==> config.mk <==
export PLATFORM = sky130hd
export DESIGN_NAME = sar_conv_ctrl
export DESIGN_NICKNAME = d
export VERILOG_FILES = /design/src/rtl/sar_pkg.sv /design/src/rtl/sar_bit_sequencer.sv /design/src/rtl/sar_bit_cell.sv /design/src/rtl/sar_conv_ctrl.sv
export SDC_FILE = /design/constraint.sdc
export NUM_CORES = 1
export LEC_CHECK = 0
export BUFFER_PORTS_ARGS = -buffer_cell sky130_fd_sc_hd__buf_4
export CELL_PAD_IN_SITES_DETAIL_PLACEMENT = 1
export CELL_PAD_IN_SITES_GLOBAL_PLACEMENT = 1
export CORE_ASPECT_RATIO = 1.2
export CORE_MARGIN = 1.5
export CORE_UTILIZATION = 35
export CTS_BUF_LIST = sky130_fd_sc_hd__clkbuf_8
export DETAILED_ROUTE_END_ITERATION = 8
export PLACE_DENSITY = 0.73
export SYNTH_ARGS = -nofsm -noshare
export SYNTH_HDL_FRONTEND = slang
export SYNTH_SLANG_ARGS = --single-unit
export TNS_END_PERCENT = 10
==> constraint.sdc <==
create_clock -name clk_i -period 2.8 [get_ports clk_i]
set_input_delay 0.28 -clock clk_i [delete_from_list [all_inputs] [get_ports clk_i]]
set_output_delay 0.28 -clock clk_i [all_outputs]
set_load 0.01 [all_outputs]
==> src/rtl/sar_pkg.sv <==
package sar_pkg;

    // Two clock cycles make up one bit period: the trial bit is switched on,
    // then the comparator decides whether it stays.
    typedef enum logic {
        PH_SET  = 1'b0,
        PH_EVAL = 1'b1
    } phase_e;

endpackage

==> src/rtl/sar_bit_sequencer.sv <==
module sar_bit_sequencer
    import sar_pkg::*;
#(
    parameter int unsigned CODE_BITS = 8
) (
    input  logic                 clk_i,
    input  logic                 rst_ni,
    input  logic                 start_i,
    output logic [CODE_BITS-1:0] sel_o,
    output logic                 set_phase_o,
    output logic                 eval_phase_o,
    output logic                 done_o
);

    localparam logic [CODE_BITS-1:0] MSB_ONEHOT = {1'b1, {(CODE_BITS-1){1'b0}}};

    typedef struct packed {
        logic [CODE_BITS-1:0] sel;
        logic                 done;
        phase_e               phase;
    } seq_t;

    seq_t s_d, s_q;

    always_comb begin
        s_d = s_q;
        if (start_i) begin
            s_d.sel   = MSB_ONEHOT;
            s_d.done  = 1'b0;
            s_d.phase = PH_SET;
        end else if (s_q.sel != '0) begin
            if (s_q.phase == PH_SET) begin
                s_d.phase = PH_EVAL;
            end else begin
                s_d.phase = PH_SET;
                s_d.sel   = s_q.sel >> 1;
                s_d.done  = s_q.sel[0];
            end
        end
        // At the stop position (or when idle) the count is inhibited.
    end

    always_ff @(posedge clk_i or negedge rst_ni) begin
        if (!rst_ni) begin
            s_q <= '{sel: '0, done: 1'b0, phase: PH_SET};
        end else begin
            s_q <= s_d;
        end
    end

    assign sel_o        = s_q.sel;
    assign done_o       = s_q.done;
    assign set_phase_o  = (s_q.phase == PH_SET);
    assign eval_phase_o = (s_q.phase == PH_EVAL);

    // at most one position (bit selects plus stop position) active
    a_r3_onehot_position: assert property (@(posedge clk_i) disable iff (!rst_ni)
        $onehot0({s_q.sel, s_q.done}));

    // a start pulse always lands on the MSB in the set phase
    a_r2_start_to_msb: assert property (@(posedge clk_i) disable iff (!rst_ni)
        start_i |=> (sel_o == MSB_ONEHOT) && !done_o && set_phase_o);

    // the stop position inhibits counting until the next start
    a_r5_count_inhibit: assert property (@(posedge clk_i) disable iff (!rst_ni)
        (done_o && !start_i) |=> (done_o && (sel_o == '0)));

endmodule

==> src/rtl/sar_bit_cell.sv <==
module sar_bit_cell (
    input  logic clk_i,
    input  logic rst_ni,
    input  logic clear_i,
    input  logic sel_i,
    input  logic set_phase_i,
    input  logic eval_phase_i,
    input  logic cmp_i,
    output logic bit_o
);

    logic bit_d, bit_q;

    always_comb begin
        bit_d = bit_q;
        if (clear_i) begin
            bit_d = 1'b0;
        end else if (sel_i && set_phase_i) begin
            bit_d = 1'b1;
        end else if (sel_i && eval_phase_i && !cmp_i) begin
            bit_d = 1'b0;
        end
    end

    always_ff @(posedge clk_i or negedge rst_ni) begin
        if (!rst_ni) begin
            bit_q <= 1'b0;
        end else begin
            bit_q <= bit_d;
        end
    end

    assign bit_o = bit_q;

    // a trial bit with the DAC at or below the input survives evaluation
    a_r4_keep_bit: assert property (@(posedge clk_i) disable iff (!rst_ni)
        (sel_i && eval_phase_i && cmp_i && !clear_i) |=> bit_o);

    // a trial bit with the DAC above the input is dropped
    a_r4_drop_bit: assert property (@(posedge clk_i) disable iff (!rst_ni)
        (sel_i && eval_phase_i && !cmp_i && !clear_i) |=> !bit_o);

    // start clears the cell
    a_r2_clear_bit: assert property (@(posedge clk_i) disable iff (!rst_ni)
        clear_i |=> !bit_o);

endmodule

==> src/rtl/sar_conv_ctrl.sv <==
module sar_conv_ctrl
    import sar_pkg::*;
#(
    parameter int unsigned CODE_BITS = 8
) (
    input  logic                 clk_i,
    input  logic                 rst_ni,
    input  logic                 start_i,
    input  logic                 cmp_i,
    output logic [CODE_BITS-1:0] trial_code_o,
    output logic                 eoc_o,
    output logic [CODE_BITS-1:0] result_o
);

    logic [CODE_BITS-1:0] sel;
    logic [CODE_BITS-1:0] code;
    logic                 set_phase;
    logic                 eval_phase;
    logic                 done;

    sar_bit_sequencer #(
        .CODE_BITS (CODE_BITS)
    ) i_seq (
        .clk_i        (clk_i),
        .rst_ni       (rst_ni),
        .start_i      (start_i),
        .sel_o        (sel),
        .set_phase_o  (set_phase),
        .eval_phase_o (eval_phase),
        .done_o       (done)
    );

    for (genvar gi = 0; gi < CODE_BITS; gi++) begin : g_cell
        sar_bit_cell i_cell (
            .clk_i        (clk_i),
            .rst_ni       (rst_ni),
            .clear_i      (start_i),
            .sel_i        (sel[gi]),
            .set_phase_i  (set_phase),
            .eval_phase_i (eval_phase),
            .cmp_i        (cmp_i),
            .bit_o        (code[gi])
        );
    end

    assign trial_code_o = code;
    assign result_o     = code;
    assign eoc_o        = done;

    // bits below the one under trial are still zero
    a_r3_lower_bits_clear: assert property (@(posedge clk_i) disable iff (!rst_ni)
        (sel != '0) |-> ((code & (sel - 1'b1)) == '0));

    // result and flag hold while the conversion is finished
    a_r6_result_hold: assert property (@(posedge clk_i) disable iff (!rst_ni)
        (eoc_o && !start_i) |=> ($stable(result_o) && eoc_o));

    // a start pulse mid-conversion empties the code
    a_r7_abort_clears: assert property (@(posedge clk_i) disable iff (!rst_ni)
        (start_i && !eoc_o) |=> (result_o == '0) && !eoc_o);

endmodule

==> key figures <==
Worst setup path
  • Crit-path max cell delay: 0.43 ns
  • R2R Path Start: i_seq.sel_o[3]
  • Cell depth of the worst flop-to-flop path: 3
  • CP required: 2.96 ns
  • Internal reg-to-reg setup slack: 1.58 ns
  • Crit-path max FO: 4
  • Worst Setup Start Kind: register
  • Arrival time at the worst endpoint: 1.37 ns
  • Worst path slowest cell: dfrtp_1
  • WS Path Type: reg -> reg
  • Worst setup startpoint: i_seq.sel_o[3]
  • Critical-path cell list: nor4_4 -> nand2_2 -> a311oi_2
  • Worst reg2reg endpoint: i_seq.done_o
  • CP Capture Point: i_seq.done_o
  • Critical path endpoint category: register

Timing
  • Worst Skew: 0.00130 ns
  • Worst-Margin Slew: 0.488 ns
  • Final setup viols: 0
  • Final Hold Viols: 0
  • Setup TNS: 0 ns
  • Slew margin rel.: 67.5%
  • Maximum achievable frequency: 823 MHz
  • Max-slew violation count: 0
  • RSZ-0062 raised after global routing: no
  • Final worst slack: 1.58 ns
  • Min cycle time layout: 1.22 ns
  • Period utilization: 43.4%

Power and ir drop
  • Worst vdd ir: 0.212 mV
  • Clock share of power: 32.9%
  • Switch share: 24.9%
  • Switch Pwr: 0.133 mW
  • Power per cell area: 530 mW/mm2
  • Pint: 0.402 mW
  • Leak: 0.454 nW
  • Combinational Power Share: 12.6%
  • Reg power frac: 54.5%

Global routing
  • Met2 Track Usage GR: 21.4%
  • GR Util met3: 1.52%
  • Most crowded layer after global routing: met2
  • All-layer global routing usage: 12.6%
  • GR Overflow Total: 0
  • First-pass GRT wire length: 2.75 mm
  • Antenna violations before repair: 0
  • Met1 Usage GRT: 16.0%
  • Largest net degree at the start of global routing: 20
  • Vias in the first global route: 606

Clocking
  • CTS max path bufs: 2
  • Sinks on the clock net: 18
  • # hold bufs at CTS: 1
  • Root buf cell: clkbuf_8
  • TritonCTS clock tree: built
  • H-tree levels: 1
  • Cts repair resizes: 0
  • CTS Buf Count: 3
  • Worst-path clk slew: 0.06 ns
  • Clock Latency Late Sink: 0.25 ns
  • Post-CTS setup buffer count: 0

Placement
  • Hpwl dp: 1.20 mm
  • GPL Wtd Cong: 0.706
  • IO Port Bufs: 20
  • Dpl ws: 1.59 ns

Synth
  • Post-Syn Area per Cell: 9.73 um2
  • Syn nets: 97
  • Syn Std Cell Area: 905 um2
  • FF+latch count, synth: 18
  • Sequential area share after synthesis: 49.8%
  • Netlist cell types: 16
  • YS warnings: 0
  • Post-Syn Instances: 93

Floorplanning
  • Die span in y: 58.7 um
  • I/O pin cnt: 21
  • Initial Utilization: 36.2%
  • Cell row count: 20
  • Die area: 0.00290 mm2
  • Core ar.: 0.00250 mm2
  • Die Width: 49.4 um

Finish
  • Area Overhead vs Synth: 11.6%
  • Most frequent cells in the layout: buf_4, dfrtp_1, a21oi_1
  • # fillers: 295
  • Register area: 450 um2
  • Most common cell after layout, fill and taps aside: buf_4
  • Antenna cells: 0
  • Fin nets: 103
  • Area of the multi-input gates: 287 um2
  • Layout cells sized above 1: 28.9%

Run status
  • Status: complete, no violations

Routing
  • Post-DR vias/cell: 4.73
  • Routed via count: 615
  • First DRT Iteration DRCs: 9
  • Routed length per instance: 12.7 um
  • Number of remaining DRC errors: 0
  • Final WL: 1.65 mm
  • Drt pass-1 iters: 4
  • Detail Route Antenna Nets: 0

Worst hold path
  • Hold crit path type: in -> reg

Run
  • Max_cap viols: 0
worst max-delay path, delay by kind of cell, from the launching register on:
family	cells	cell delay, ns
DFF	1	0.43
and+or+nand+nor	2	0.43
AOI/OAI and AO/OA	1	0.26
cell type report:
class	count	area share (%)
tap	33	4.09
inverter	8	2.97
clock buffer	3	4.09
sequential	18	44.6
timing repair buffer	21	15.9
multi-input combinational	47	28.4
stage by stage:
stage	area (um2)	hold slack (ns)	utilization [%]	std cells	total power, mW
after detailed placement	958	0.164	38.3	126	0.364
after global routing	1010	0.344	40.4	130	0.561
after floorplan	905	-0.0156	-	93	0.346
after global placement	958	0.162	38.3	126	0.363
final	1010	0.331	40.4	130	0.535
after CTS	1010	0.331	40.4	130	0.542
worst min-delay path by stage:
stage               startpoint                endpoint  slack [ns]  depth (start not counted)
floorplan               rst_ni  g_cell[0].i_cell.bit_o       -0.02                          0
global placement        rst_ni  g_cell[2].i_cell.bit_o        0.16                          1
detailed placement      rst_ni  g_cell[2].i_cell.bit_o        0.16                          1
CTS                    start_i  g_cell[5].i_cell.bit_o        0.33                          2
global route           start_i          i_seq.sel_o[4]        0.34                          2
finish                 start_i  g_cell[0].i_cell.bit_o        0.33                          2
power groups by stage:
stage                     Combinational (mW)  Sequential, mW  Clock, mW
after floorplan                       0.0614           0.285          0
after global placement                0.0663           0.297          0
after detailed placement              0.0678           0.297          0
after CTS                             0.0691           0.292      0.181
after global routing                  0.0747           0.294      0.192
final                                 0.0674           0.291      0.176
cells by family after synthesis:
kind of cell    after synthesis  synth area share, %
buf+inv                      28                 18.5
flops                        18                 49.8
compound gates               27                 16.5
simple gates                 20                 15.2
registers in the layout (all words and copies together), names as in the netlist:
| name | cells |
|---|---|
| g_cell.i_cell.bit_o | 8 |
| i_seq.sel_o | 8 |
| i_seq.done_o | 1 |
| i_seq.eval_phase_o | 1 |
Yosys cell counts (all sizes together):
cell type | count | area share [%]
a21o | 1 | 0.97
a21oi | 17 | 9.4
a311oi | 1 | 1.7
buf | 19 | 15
clkbuf | 1 | 0.41
dfrtp | 18 | 50
inv | 8 | 3.3
nand2 | 8 | 3.6
nand2b | 8 | 5.5
nand3 | 1 | 0.55
nor4 | 2 | 4.7
o21ai | 8 | 4.4
or2b | 1 | 0.83
routing by layer:
metal | up-vias | wire length, um
met2 | 13 | 907
met1 | 305 | 682
met3 | 2 | 36
li1 | 295 | -
met4 | 0 | 27
met5 | - | 0
(Power assumes the default switching activity.)
